===== config.mk =====
export PLATFORM = sky130hd
export DESIGN_NAME = mux_scan_seq
export DESIGN_NICKNAME = d
export VERILOG_FILES = /design/src/rtl/mux_scan_pkg.sv /design/src/rtl/scan_phase_timer.sv /design/src/rtl/scan_slot_counter.sv /design/src/rtl/scan_wave_shaper.sv /design/src/rtl/mux_scan_seq.sv
export SDC_FILE = /design/constraint.sdc
export NUM_CORES = 1
export LEC_CHECK = 0
export CAP_MARGIN = 5
export CORE_MARGIN = 4
export CORE_UTILIZATION = 40
export DETAILED_ROUTE_END_ITERATION = 16
export MAX_ROUTING_LAYER = met4
export PLACE_DENSITY = 0.64
export SLEW_MARGIN = 30
export SYNTH_ARGS = -nofsm -noshare
export SYNTH_HDL_FRONTEND = slang
export SYNTH_HIERARCHICAL = 1
export SYNTH_SLANG_ARGS = --single-unit

===== constraint.sdc =====
create_clock -name clk_i -period 5 [get_ports clk_i]
set_input_delay 0.5 -clock clk_i [delete_from_list [all_inputs] [get_ports clk_i]]
set_output_delay 0.5 -clock clk_i [all_outputs]
set_load 0.005 [all_outputs]

===== src/rtl/mux_scan_pkg.sv =====
package mux_scan_pkg;

  localparam int unsigned HP_W = 16;

  typedef logic [HP_W-1:0] half_t;
  typedef logic [HP_W:0]   phase_t;

  // Width actually used for a slot half; zero is promoted to one.
  function automatic half_t eff_half(input half_t h);
    return (h == '0) ? half_t'(1) : h;
  endfunction

  // Last phase count of a slot whose high half is h clocks wide.
  function automatic phase_t last_phase(input half_t h);
    return {h, 1'b0} - phase_t'(1);
  endfunction

  // True while the phase count lies in the first (high) half of the slot.
  function automatic logic in_high_half(input phase_t p, input half_t h);
    return p < {1'b0, h};
  endfunction

endpackage


===== src/rtl/scan_phase_timer.sv =====
module scan_phase_timer
  import mux_scan_pkg::*;
(
  input  logic   clk_i,
  input  logic   srst_i,
  input  logic   run_i,
  input  half_t  half_in,
  input  logic   frame_end,
  output logic   active,
  output phase_t phase,
  output half_t  half_q,
  output logic   phase_wrap
);

  assign phase_wrap = active && (phase == last_phase(half_q));

  always_ff @(posedge clk_i) begin
    if (srst_i) begin
      active <= 1'b0;
      phase  <= '0;
      half_q <= half_t'(1);
    end else if (!run_i) begin
      active <= 1'b0;
      phase  <= '0;
    end else if (!active) begin
      active <= 1'b1;
      phase  <= '0;
      half_q <= eff_half(half_in);
    end else if (phase_wrap) begin
      phase <= '0;
      if (frame_end) half_q <= eff_half(half_in);
    end else begin
      phase <= phase + phase_t'(1);
    end
  end

endmodule


===== src/rtl/scan_slot_counter.sv =====
module scan_slot_counter #(
  parameter int unsigned SLOTS = 8
) (
  input  logic clk_i,
  input  logic srst_i,
  input  logic run_i,
  input  logic active,
  input  logic phase_wrap,
  output logic slot_last,
  output logic frame_end
);

  localparam int unsigned SLOT_W = (SLOTS > 1) ? $clog2(SLOTS) : 1;
  localparam logic [SLOT_W-1:0] LAST_SLOT = SLOT_W'(SLOTS - 1);

  logic [SLOT_W-1:0] slot;
  logic [SLOT_W-1:0] slot_next;

  assign slot_last = (slot == LAST_SLOT);
  assign frame_end = phase_wrap && slot_last;

  generate
    if ((1 << SLOT_W) == SLOTS) begin : g_pow2
      assign slot_next = slot + SLOT_W'(1);
    end else begin : g_cmp
      assign slot_next = slot_last ? '0 : slot + SLOT_W'(1);
    end
  endgenerate

  always_ff @(posedge clk_i) begin
    if (srst_i || !run_i || !active) begin
      slot <= '0;
    end else if (phase_wrap) begin
      slot <= slot_next;
    end
  end

endmodule


===== src/rtl/scan_wave_shaper.sv =====
module scan_wave_shaper
  import mux_scan_pkg::*;
(
  input  logic   active,
  input  phase_t phase,
  input  half_t  half_q,
  input  logic   slot_last,
  output logic   step_o,
  output logic   cnv_o,
  output logic   rst_n_o,
  output logic   stb_o
);

  logic high_half;
  logic blank;

  always_comb begin
    high_half = in_high_half(phase, half_q);
    blank     = slot_last && high_half;
    rst_n_o   = active && !blank;
    step_o    = rst_n_o && high_half;
    cnv_o     = rst_n_o && !high_half;
    stb_o     = active && (phase == '0);
  end

endmodule


===== src/rtl/mux_scan_seq.sv =====
module mux_scan_seq
  import mux_scan_pkg::*;
#(
  parameter int unsigned SLOTS = 8
) (
  input  logic            clk_i,
  input  logic            srst_i,
  input  logic            run_i,
  input  logic [HP_W-1:0] half_period_i,
  output logic            mux_step_o,
  output logic            adc_cnv_o,
  output logic            mux_rst_n_o,
  output logic            sample_stb_o
);

  logic   active;
  phase_t phase;
  half_t  half_q;
  logic   phase_wrap;
  logic   slot_last;
  logic   frame_end;

  scan_phase_timer u_timer (
    .clk_i      (clk_i),
    .srst_i     (srst_i),
    .run_i      (run_i),
    .half_in    (half_period_i),
    .frame_end  (frame_end),
    .active     (active),
    .phase      (phase),
    .half_q     (half_q),
    .phase_wrap (phase_wrap)
  );

  scan_slot_counter #(.SLOTS(SLOTS)) u_slots (
    .clk_i      (clk_i),
    .srst_i     (srst_i),
    .run_i      (run_i),
    .active     (active),
    .phase_wrap (phase_wrap),
    .slot_last  (slot_last),
    .frame_end  (frame_end)
  );

  scan_wave_shaper u_shape (
    .active    (active),
    .phase     (phase),
    .half_q    (half_q),
    .slot_last (slot_last),
    .step_o    (mux_step_o),
    .cnv_o     (adc_cnv_o),
    .rst_n_o   (mux_rst_n_o),
    .stb_o     (sample_stb_o)
  );

endmodule


=== Yosys cells after proc, flatten, opt, wreduce, memory -nomap -nowiden ===
Cells that the tools add are included.

* Flip-flop bits (word level): 37
* Bits of input ports: 19
* Output and inout port bits: 4

* $add $sub $neg: 3
* Order comparisons: 1
* Equal/unequal tests: 4
* Mux-type cells: 5
* Bitwise logic cells: 2
* Reduce and logical (&&, ||, !) cells: 17

{| class="wikitable"
|+ Operators by type and width
! kind !! count
|-
| 16-bit 2-to-1 mux || 4
|-
| 17-bit by 1-bit adder with 17-bit output, second input constant || 1
|-
| 17-bit == test || 1
|-
| 17-bit logical NOT || 1
|-
| 17-bit by 16-bit less-than comparator with 1-bit output || 1
|-
| 17-bit by 1-bit subtractor with 17-bit output, second input constant || 1
|-
| 16-bit logical NOT || 1
|-
| 1-bit logical AND || 7
|-
| 1-bit logical NOT || 4
|-
| 4-bit OR reduction || 1
|-
| 3-bit by 1-bit adder with 3-bit output, second input constant || 1
|-
| 3-bit == test, second input constant || 1
|-
| 3-bit AND reduction || 1
|-
| 1-bit logical OR || 2
|-
| 2-bit by 1-bit inequality test with 1-bit output, second input constant || 1
|-
| 2-bit inequality test, second input constant || 1
|-
| 1-bit NOT || 2
|-
| 1-bit 2-to-1 mux || 1
|}

=== Depth between registers and ports, before layout ===
Gate-level depths: netlist of the first run.

* Word-level depth: 7
* Gate-level depth with buffers: 15

=== Cells and area by module ===
Netlist of the first run, hierarchy kept.

{| class="wikitable"
|+ Modules (own cells, without submodules)
! module !! instances !! cells each !! area an instance (sq um) !! sequential area each (sq um)
|-
| scan_phase_timer || 1 || 277 || 2,264.7 || 680.7
|-
| scan_wave_shaper || 1 || 67 || 499.2 || 0.0
|-
| scan_slot_counter || 1 || 13 || 140.1 || 60.1
|}

=== Worst setup path before layout of the first run ===
OpenSTA, ideal clock, no wires.

* Path kind: reg2reg
* Start: reg u_timer.half_q[4]
* End: reg u_timer.half_q[8]
* Arrival: 3.191 ns
* Data required time: 4.918 ns
* Slack: 1.726 ns
* Cell stages (with the launch flop): 15
* Path buffers: 2
* Cells stage by stage: dfxtp_1 buf_6 or4_4 nor4_4 nor2_1 nor4_1 nor3_1 and4b_1 o2111a_1 and2_2 nand2b_1 a21oi_1 clkbuf_1 nand2_1 o221ai_1

* Longest elaborated chain between the ends: 6
* Elaborated cells on any way between the ends: 7
* Those cells by class: add/sub (1); eq/ne (3); reduce/logical (3)

{| class="wikitable"
|+ RTL lines
! element !! line !! RTL
|-
| start: declaration || scan_phase_timer.sv:11 || <nowiki>output half_t half_q,</nowiki>
|-
| start signal: assignment || scan_phase_timer.sv:21 || <nowiki>half_q <= half_t'(1);</nowiki>
|-
| start signal: assignment || scan_phase_timer.sv:28 || <nowiki>half_q <= eff_half(half_in);</nowiki>
|-
| start signal: assignment || scan_phase_timer.sv:31 || <nowiki>if (frame_end) half_q <= eff_half(half_in);</nowiki>
|-
| 17-bit by 1-bit subtractor with 17-bit output || mux_scan_pkg.sv:15 || <nowiki>return {h, 1'b0} - phase_t'(1);</nowiki>
|-
| 17-bit == test || scan_phase_timer.sv:15 || <nowiki>assign phase_wrap = active && (phase == last_phase(half_q));</nowiki>
|-
| 1-bit logical AND || scan_phase_timer.sv:15 ||
|-
| net phase_wrap || mux_scan_seq.sv:19 || <nowiki>logic phase_wrap;</nowiki>
|-
| 1-bit logical AND || scan_slot_counter.sv:20 || <nowiki>assign frame_end = phase_wrap && slot_last;</nowiki>
|-
| net frame_end || mux_scan_seq.sv:21 || <nowiki>logic frame_end;</nowiki>
|-
| 2-bit inequality test (no source line) || -- ||
|-
| 3-bit AND reduction (no source line) || -- ||
|}

The timed path passes the listed nets, and every way through them passes these cells.
A chain may end at the register's enable or synchronous reset.

=== Worst setup path after layout of the first run ===
* Start: reg u_timer.half_q[4]
* End: reg u_timer.half_q[11]

The elaborated chain is that of the path after synthesis.

==> results of run 1 <==
## worst min-delay path, delay by kind of cell (launching register included)
kind / cells / cell delay (ns)
multiplexers: 1 / 0.07
AND/OR/NAND/NOR: 1 / 0.08
flip-flops: 1 / 0.34
## cell usage in the layout (no fill, tap or decap), drive strengths merged, types with 2 or more instances in the layout
cell           instances
xnor2                 15
nand3b                 3
and4                   2
ha                    19
clkbuf                 5
o2111a                 2
o21ai                  4
nand2                 28
a211oi                 2
nand2b                 3
and4b                  2
a41oi                  2
dfxtp                 37
nor2                  35
nor2b                  2
or4                    5
and3                  12
clkinv                 2
nand3                 29
o21bai                 2
nand4                  3
a31oi                  4
inv                   40
and2                   3
nor3                  12
xor2                  18
mux2i                  2
a21oi                  8
nor4                   9
o221ai                15
clkdlybuf4s50         22
a2111oi                2
## per-stage QoR
stage	utilization [%]	instances	total power [mW]	hold WS, ns	setup WS [ns]
6_report	46.5	467	0.688	0.513	1.18
3_3_place_gp	45.2	459	0.480	0.491	1.39
3_5_place_dp	45.2	459	0.484	0.503	1.32
4_1_cts	46.5	467	0.690	0.523	1.27
2_1_floorplan	-	357	0.441	0.455	1.73
5_1_grt	46.5	467	0.722	0.561	1.04
## per-layer routing
metal | share of wire (%) | track usage, % | vias up | routed length, µm
li1 | - | - | 1303 | -
met1 | 48 | 21.6 | 1232 | 3440
met2 | 45 | 27.2 | 68 | 3260
met3 | 4.6 | 3.22 | 15 | 336
met4 | 2.6 | 6.23 | 0 | 190
met5 | 0 | - | - | 0
## power by group through the flow
stage	combinational [mW]	sequential, mW	clock (mW)
finish	0.148	0.332	0.208
global route	0.162	0.335	0.225
CTS	0.147	0.331	0.212
detailed placement	0.145	0.338	0
global placement	0.143	0.337	0
floorplan	0.118	0.323	0
## flip-flops by register name (all words and copies together) (netlist names)
register,count
u_timer/phase,17
u_timer/half_q,16
u_slots/slot,3
u_timer/active,1
## cells by family after synthesis
kind of cell,count (synthesis)
DFF,37
xor gates and xnor gates,33
muxes,3
buffers and inverters,57
adders and majority gates,19
and+or+nand+nor,155
AOI/OAI and AO/OA,53
## worst min-delay path by stage
stage	slack, ns	cells past startpoint	endpoint	from
4_1_cts	0.52	2	u_slots/slot[2]$_SDFFE_PP0P_	u_slots/slot[2]$_SDFFE_PP0P_
2_1_floorplan	0.46	1	u_timer/phase[0]$_SDFF_PP0_	u_timer/phase[0]$_SDFF_PP0_
3_5_place_dp	0.50	2	u_slots/slot[2]$_SDFFE_PP0P_	u_slots/slot[2]$_SDFFE_PP0P_
3_3_place_gp	0.49	2	u_slots/slot[1]$_SDFFE_PP0P_	u_slots/slot[1]$_SDFFE_PP0P_
5_1_grt	0.56	2	u_slots/slot[2]$_SDFFE_PP0P_	u_slots/slot[2]$_SDFFE_PP0P_
6_report	0.51	2	u_slots/slot[2]$_SDFFE_PP0P_	u_slots/slot[2]$_SDFFE_PP0P_
## final cells by class
cell class / count / area, µm² / share of cell area, %
sequential: 37 / 741 / 23.1
inverter: 40 / 150 / 4.68
clock inverter: 3 / 17.5 / 0.546
multi-input combinational: 263 / 1890 / 58.7
timing repair buffer: 23 / 228 / 7.09
clock buffer: 5 / 68.8 / 2.14
tap: 96 / 120 / 3.74
==> results.md, run 1 <==
* Worst-Skew Late Latency at approximately 0.29 ns
* Period utilisation layout at 76.4%
* First-pass GRT wire length at 11600 µm
* Number of synthesized flops with an enable pin at 0
* Critical path class: reg -> reg
* Xor-xnor portion of the synthesized cell area at roughly 10%
* CTS tree: built
* Slew Limit Fails at 0
* CTS Buf Count at 5
* Cell mode on critical path: nor3_1
* Min-Delay Path Class: reg -> reg
* Fin. Hold Viols at 0
* Clock sinks at 37
* Post-synthesis compound-gate area fraction at 15.9%
* WP data arrival at 3.96 ns
* Main combinational cell family by area after synthesis: simple AND/OR/NAND/NOR gates
* Nature of the critical path endpoint: flop
* Power per cell area at 214 nW/µm²
* Gpl congestion at 0.891
* Drt wl/cell at 15.5 µm
* Total core area at 6910 µm²
* Buf+Inv Stages, Crit Path at 0
* Lkg Pwr at 1.21 nW
* Top-Level Pins at 23
* Detailed Route Iter0 Violations at approximately 130
* Max rail drop VDD at slightly below 0.00009 V
* Register bit count reported by yosys at 37
* Switching Share at 31.5%
* Area Growth Syn to Fin at 10.6%
* Rows at 30
* Cells along the critical path: nor4_1 > nand3_1 > xnor2_1 > a2bb2oi_1 > nor3_1 > and4b_1 > o2111a_1 > and2_2 > nand2_1 > nor3_1 > a32oi_2 > o221ai_1
* CTS Hold Bufs at 0
* Most frequent cell after synthesis: inv_1
* Die width at roughly 93 µm
* Worst Path Required at 5.14 ns
* Final Skew at approximately 0.006 ns
* Crit path max fanout at 15
* Min Tclk post-route at 3.82 ns
* Mean area per synthesized cell at 8.13 µm²
* NetSw at roughly 0.22 mW
* Final setup vio count at 0
* R2R setup slack at 1.18 ns
* FF-to-FF path depth at 12
* Slew margin rel. at 45.6%
* DRT Pass-1 Iters at 4
* Post-route setup TNS at 0 ns
* Max incr delay on CP at 0.74 ns
* Design Area, Final at 3210 µm²
* Yosys cell types at between 60 and 70
* Combinational share of power at 21.6%
* Register area share after synthesis at 25.5%
* Worst-path clk slew at 0.08 ns
* Mapped Area at 2900 µm²
* Dominant cell type by area after synthesis: dfxtp_1
* Post-synth top cells: inv_1 (40), dfxtp_1 (37), nor2_1 (34), nand3_1 (29), nand2_1 (28)
* # H-tree levels at 2
* N_diodes at 0
* Initial Util at 42.0%
* Antenna-violating nets left at 0
* F_max at roughly 260 MHz
* Slowest stage cell, crit path: nor4_1
* Port Buffer Count at 22
* Antenna violations before repair at 0
* Reg power frac at 48.2%
* DP Area at 3120 µm²
* DRC at 0
* Top_reg_cell synth: dfxtp_1
* Setup crit start: u_timer/half_q[4]$_SDFFE_PP0P_
* Post-CTS setup buffer count at 0
* Setup crit start kind: flop
* FF-to-FF End: u_timer/half_q[11]$_SDFFE_PP0P_
* GRT Total Usage at between 10% and 20%
* Share of the synthesized area in the top cell type at 25.5%
* WL final at 7230 µm
* Post-synth ARST share at 0%
* Vias in the first global route at 2437
* Slew at the pin with the worst max-slew slack at 0.815 ns
* Die H at between 90 and 100 µm
* Overall via count from detail_route at approximately 2600
* Root Buffer: clkbuf_8
* RSZ-0062 raised after global routing: false
* Yosys warnings at 6
* Synth Instances at approximately 360
* Pin count of the biggest net entering global routing at 23
* GRT overflow at 0
* Area contributors post-synth: dfxtp_1 (26%), ha_1 (8.2%), xor2_1 (5.4%)
* Mux contribution to synthesized area at 1.08%
* R2R Path Start: u_timer/half_q[4]$_SDFFE_PP0P_
* Max_cap viols at 0
* Power share of the clock group at 30.2%
* Status: finished clean
* Vias per inst at 5.61
* Clock buffer depth at 2
* Last element of the critical path: u_timer/half_q[11]$_SDFFE_PP0P_
* Hpwl dp at 5440 µm
* Pint at 0.471 mW
* Nets at 408
* Area of the die at 8690 µm²
* Syn nets at 395
* Adder-Cell Fraction of Synth Area at 8.19%
* Fillers at 741
* Number of cells on the critical path at 12
* Area fraction in and, or, nand and nor cells after synthesis at 29.9%
* CP top delay family: simple AND/OR/NAND/NOR gates
* Share of cells above drive strength 1 at approximately 9.2%
* CTS-repair resized insts at 0
(Power assumes the default switching activity.)
==> inputs of run 2 (changes only) <==
Settings changed: PLACE_DENSITY 0.64 to 0.67.
Clock period 5 ns to 3.1 ns, I/O delays scaled along.
==> results.md, run 2 (same netlist as run 1, synthesis figures left out) <==
* Final Skew at around 0.0062 ns
* Crit path max fanout at 8
* Initial Util at 42.0%
* Top-Level Pins at 23
* Nature of the critical path endpoint: flop
* GRT Total Usage at 18.9%
* Total core area at 6910 µm²
* Lkg Pwr at around 1.5 nW
* Pwr Total at between 1 and 1.5 mW
* Vias in the first global route at 2764
* WL final at 7990 µm
* Vias per inst at 5.58
* Critical path class: reg -> reg
* Most common cell after layout, fill and taps aside: inv_1
* # H-tree levels at 2
* RSZ-0062 raised after global routing: true
* Top flop regs: u_timer/phase: 17 flops, u_timer/half_q: 16 flops, u_slots/slot: 3 flops
* CTS Buf Count at 5
* Fillers at 665
* Final worst setup slack at -0.0755 ns
* Area occupied by registers at between 700 and 800 µm²
* Max_cap viols at 0
* Die H at 93.2 µm
* Setup crit start kind: flop
* Min Tclk post-route at 3.18 ns
* Final setup vio count at 16
* DRC at 0
* Period utilisation layout at 102%
* Antenna-violating nets left at 0
* Worst-path clk slew at approximately 0.070 ns
* Antenna violations before repair at 0
* Routing usage on met2 at 31.9%
* Port Buffer Count at 22
* Clock sinks at 37
* Rows at 30
* Root Buffer: clkbuf_8
* Area Growth Syn to Fin at 28.9%
* Max rail drop VDD at 0.000240 V
* Slew margin rel. at 48.7%
* Slew Limit Fails at 0
* WP data arrival at approximately 3.4 ns
* Drt wl/cell at 15.9 µm
* Share of cells above drive strength 1 at 24.4%
* Power per cell area at between 300 and 400 nW/µm²
* Worst Path Required at 3.31 ns
* DRT Pass-1 Iters at 5
* Most used routing layer: met2
* CTS tree: built
* Met1 global-route usage at 23.4%
* Gpl congestion at 0.968
* Post-route setup TNS at -0.979 ns
* Met3 Resource Use GR at under 10%
* Area of the die at just under 9000 µm²
* N_diodes at 0
* Multi-input gate area at between 2000 and 2500 µm²
* Most frequent cells in the layout: inv_1 (38), nor2_1 (33), dfxtp_1 (33)
* GRT overflow at 0
* Failing checks: setup timing
* Nets at about 440
* First-pass GRT wire length at around 13000 µm
* Biggest register: u_timer/phase
* Pin count of the biggest net entering global routing at 23
* Fin. Hold Viols at 0
* Slew at the pin with the worst max-slew slack at 0.768 ns
* Clock buffer depth at 2
* Hpwl dp at 5630 µm
* Die width at 93.2 µm
* Min-Delay Path Class: reg -> reg
* F_max at ~310 MHz
* Worst-Skew Late Latency at 0.29 ns
* Overall via count from detail_route at approximately 2800
* Max FFs per register at 17
* Status: finished with violations
* Detailed Route Iter0 Violations at about 190
-- run 2: worst paths after layout --
kind,slack [ns],to,depth (start not counted),start
min,0.51,u_slots/slot[2]$_SDFFE_PP0P_,2,u_slots/slot[2]$_SDFFE_PP0P_
max,-0.08,u_timer/half_q[9]$_SDFFE_PP0P_,14,u_timer/half_q[1]$_SDFFE_PP0P_
min reg2reg,0.51,u_slots/slot[2]$_SDFFE_PP0P_,2,u_slots/slot[2]$_SDFFE_PP0P_
max reg2reg,-0.08,u_timer/half_q[9]$_SDFFE_PP0P_,14,u_timer/half_q[1]$_SDFFE_PP0P_
-- run 2: final cells by class --
| cell class | count | share of cell area [%] |
|---|---|---|
| Multi-Input combinational cell | 264 | 56.4 |
| Sequential cell | 37 | 20.0 |
| Timing Repair Buffer | 58 | 14.1 |
| Inverter | 40 | 4.01 |
| Tap cell | 96 | 3.21 |
| Clock buffer | 7 | 2.31 |
-- run 2: stage by stage --
step,worst slack [ns],hold slack [ns],util (%),std cells,area (µm²)
3_3_place_gp,-0.128,0.480,47.8,480,3300
2_1_floorplan,0.0150,0.435,-,357,2920
4_1_cts,-0.00508,0.509,51.4,497,3550
3_5_place_dp,-0.201,0.492,47.8,480,3300
6_report,-0.0755,0.505,54.2,502,3740
5_1_grt,-0.238,0.550,54.2,502,3740
-- run 2: timing repair --
item / 4_1_cts / 5_1_grt
hold endpoints to repair: 0 / 0
gates cloned: 1 / 1
resized for setup: 17 / 26
setup endpoints to repair: 15 / 18
pin swaps: 14 / 6
hold buffers: 0 / 0
buffers inserted: 9 / 4
-- run 2: per-layer routing --
metal / up-vias / share of wire (%)
met5: - / 0
met4: 0 / 3.0
met3: 23 / 4.4
met2: 66 / 48
met1: 1341 / 45
li1: 1371 / -
-- run 2: where the power goes --
| part | switching, mW | internal, mW |
|---|---|---|
| combinational | 0.189 | 0.176 |
| clock | 0.169 | 0.177 |
| sequential | 0.0175 | 0.493 |
| total | 0.376 | 0.846 |
-- run 2: critical path, cell delays in order, from the launching register on --
cell	delay (ns)
dfxtp_4	0.36
inv_2	0.07
ha_4	0.14
or3b_4	0.38
nor3_2	0.18
xnor2_1	0.18
nand3_1	0.17
nor3_2	0.20
and4b_1	0.21
o2111a_2	0.22
and2_4	0.16
nand2_4	0.05
nor3_4	0.27
a32oi_4	0.25
o221ai_1	0.25
==> inputs of run 3 (changes only) <==
Settings changed: ABC_AREA set to 0, SKIP_CTS_REPAIR_TIMING set to 1.
==> results.md, run 3 (same netlist as run 1, synthesis figures left out) <==
* Slew Limit Fails at 0
* Detailed Route Iter0 Violations at ~150
* Crit path max fanout at 8
* Nets at 436
* Overall via count from detail_route at 2780
* F_max at 313 MHz
* Max FFs per register at 17
* Top flop regs: u_timer/phase: 17 flops, u_timer/half_q: 16 flops, u_slots/slot: 3 flops
* Antenna-violating nets left at 0
* Gpl congestion at slightly below 1
* Clock sinks at 37
* WP data arrival at 3.41 ns
* Vias in the first global route at approximately 2700
* Area of the die at between 8000 and 9000 µm²
* Max_cap viols at 0
* Slew at the pin with the worst max-slew slack at about 0.78 ns
* Pin count of the biggest net entering global routing at 23
* Min-Delay Path Class: reg -> reg
* Final Skew at 0.00621 ns
* Initial Util at a little over two fifths
* Post-route setup TNS at -0.499 ns
* Worst-path clk slew at 0.07 ns
* Rows at 30
* RSZ-0062 raised after global routing: true
* Nature of the critical path endpoint: flop
* Antenna violations before repair at 0
* CTS Buf Count at 5
* Biggest register: u_timer/phase
* Most frequent cells in the layout: inv_1 (38), nor2_1 (34), dfxtp_1 (34)
* DRT Pass-1 Iters at 4
* Routing usage on met2 at 29.8%
* Met1 global-route usage at between 20% and 30%
* Slew margin rel. at 47.7%
* Setup crit start kind: flop
* CTS tree: built
* Lkg Pwr at 1.40 nW
* Fin. Hold Viols at 0
* # H-tree levels at 2
* GRT Total Usage at ~18%
* Top-Level Pins at 23
* Met3 Resource Use GR at roughly 3.1%
* Critical path class: reg -> reg
* Total core area at 6910 µm²
* Worst Path Required at between 3 and 4 ns
* Final setup vio count at 10
* Pwr Total at roughly 1.2 mW
* Min Tclk post-route at 3.20 ns
* Worst-Skew Late Latency at about 0.29 ns
* N_diodes at 0
* Share of cells above drive strength 1 at approximately 22%
* Die width at 93.2 µm
* Status: finished with violations
* Hpwl dp at 5630 µm
* Clock buffer depth at 2
* DRC at 0
* Power per cell area at 331 nW/µm²
* Die H at 93.2 µm
* Failing checks: setup timing
* Root Buffer: clkbuf_8
* Most used routing layer: met2
* Port Buffer Count at 22
* WL final at 7740 µm
* First-pass GRT wire length at 12500 µm
* Drt wl/cell at 15.7 µm
* Final worst setup slack at -0.0976 ns
* Most common cell after layout, fill and taps aside: inv_1
* Max rail drop VDD at 0.000228 V
* Area Growth Syn to Fin at 24.4%
* GRT overflow at 0
* Period utilisation layout at 103%
* Vias per inst at 5.63
## run 3: worst max-delay path: stages, from the launching register on
cell and delay (ns):
dfxtp_4 0.37, inv_4 0.06, ha_4 0.15, or3b_4 0.40, nor3_2 0.21, xnor2_1 0.16
nand3_1 0.11, nor3_2 0.15, and4b_1 0.20, o2111a_2 0.22, and2_4 0.16, nand2_4 0.05
nor3_4 0.34, a32oi_4 0.27, o221ai_2 0.27
## run 3: worst paths after layout
kind                                  startpoint                               to  slack (ns)  depth (start not counted)
hold / removal      u_slots/slot[1]$_SDFFE_PP0P_     u_slots/slot[1]$_SDFFE_PP0P_        0.51                          2
setup reg to reg  u_timer/half_q[1]$_SDFFE_PP0P_  u_timer/half_q[14]$_SDFFE_PP0P_        -0.1                         14
hold reg to reg     u_slots/slot[1]$_SDFFE_PP0P_     u_slots/slot[1]$_SDFFE_PP0P_        0.51                          2
setup / recovery  u_timer/half_q[1]$_SDFFE_PP0P_  u_timer/half_q[14]$_SDFFE_PP0P_        -0.1                         14
## run 3: cell type report
class / instances / area, µm²
repair buffers: 50 / 443
clock buffers: 7 / 86.3
well taps: 96 / 120
fillers: 678 / 3290
multi-input cells: 264 / 2060
inverters: 40 / 153
flip-flops and latches: 37 / 747
## run 3: stage by stage
step           setup slack (ns)  hold WS, ns  area [µm²]  utilization, %  cells
6_report                -0.0976        0.511        3610            52.3    494
5_1_grt                  -0.210        0.547        3610            52.3    494
4_1_cts                  -0.205        0.509        3390            49.1    487
3_5_place_dp             -0.201        0.492        3300            47.8    480
3_3_place_gp             -0.128        0.480        3300            47.8    480
2_1_floorplan            0.0150        0.435        2920               -    357
## run 3: routing by layer
metal  wire, µm  part of all wire [%]  vias up
li1           -                     -     1357
met3        314                   4.1       19
met2       3700                    48       68
met4        162                   2.1        0
met1       3570                    46     1336
met5          0                     0        -
## run 3: power breakdown
group,switching [mW],internal (mW)
combinational,0.180,0.160
sequential,0.0179,0.493
clock,0.169,0.177
total,0.367,0.830
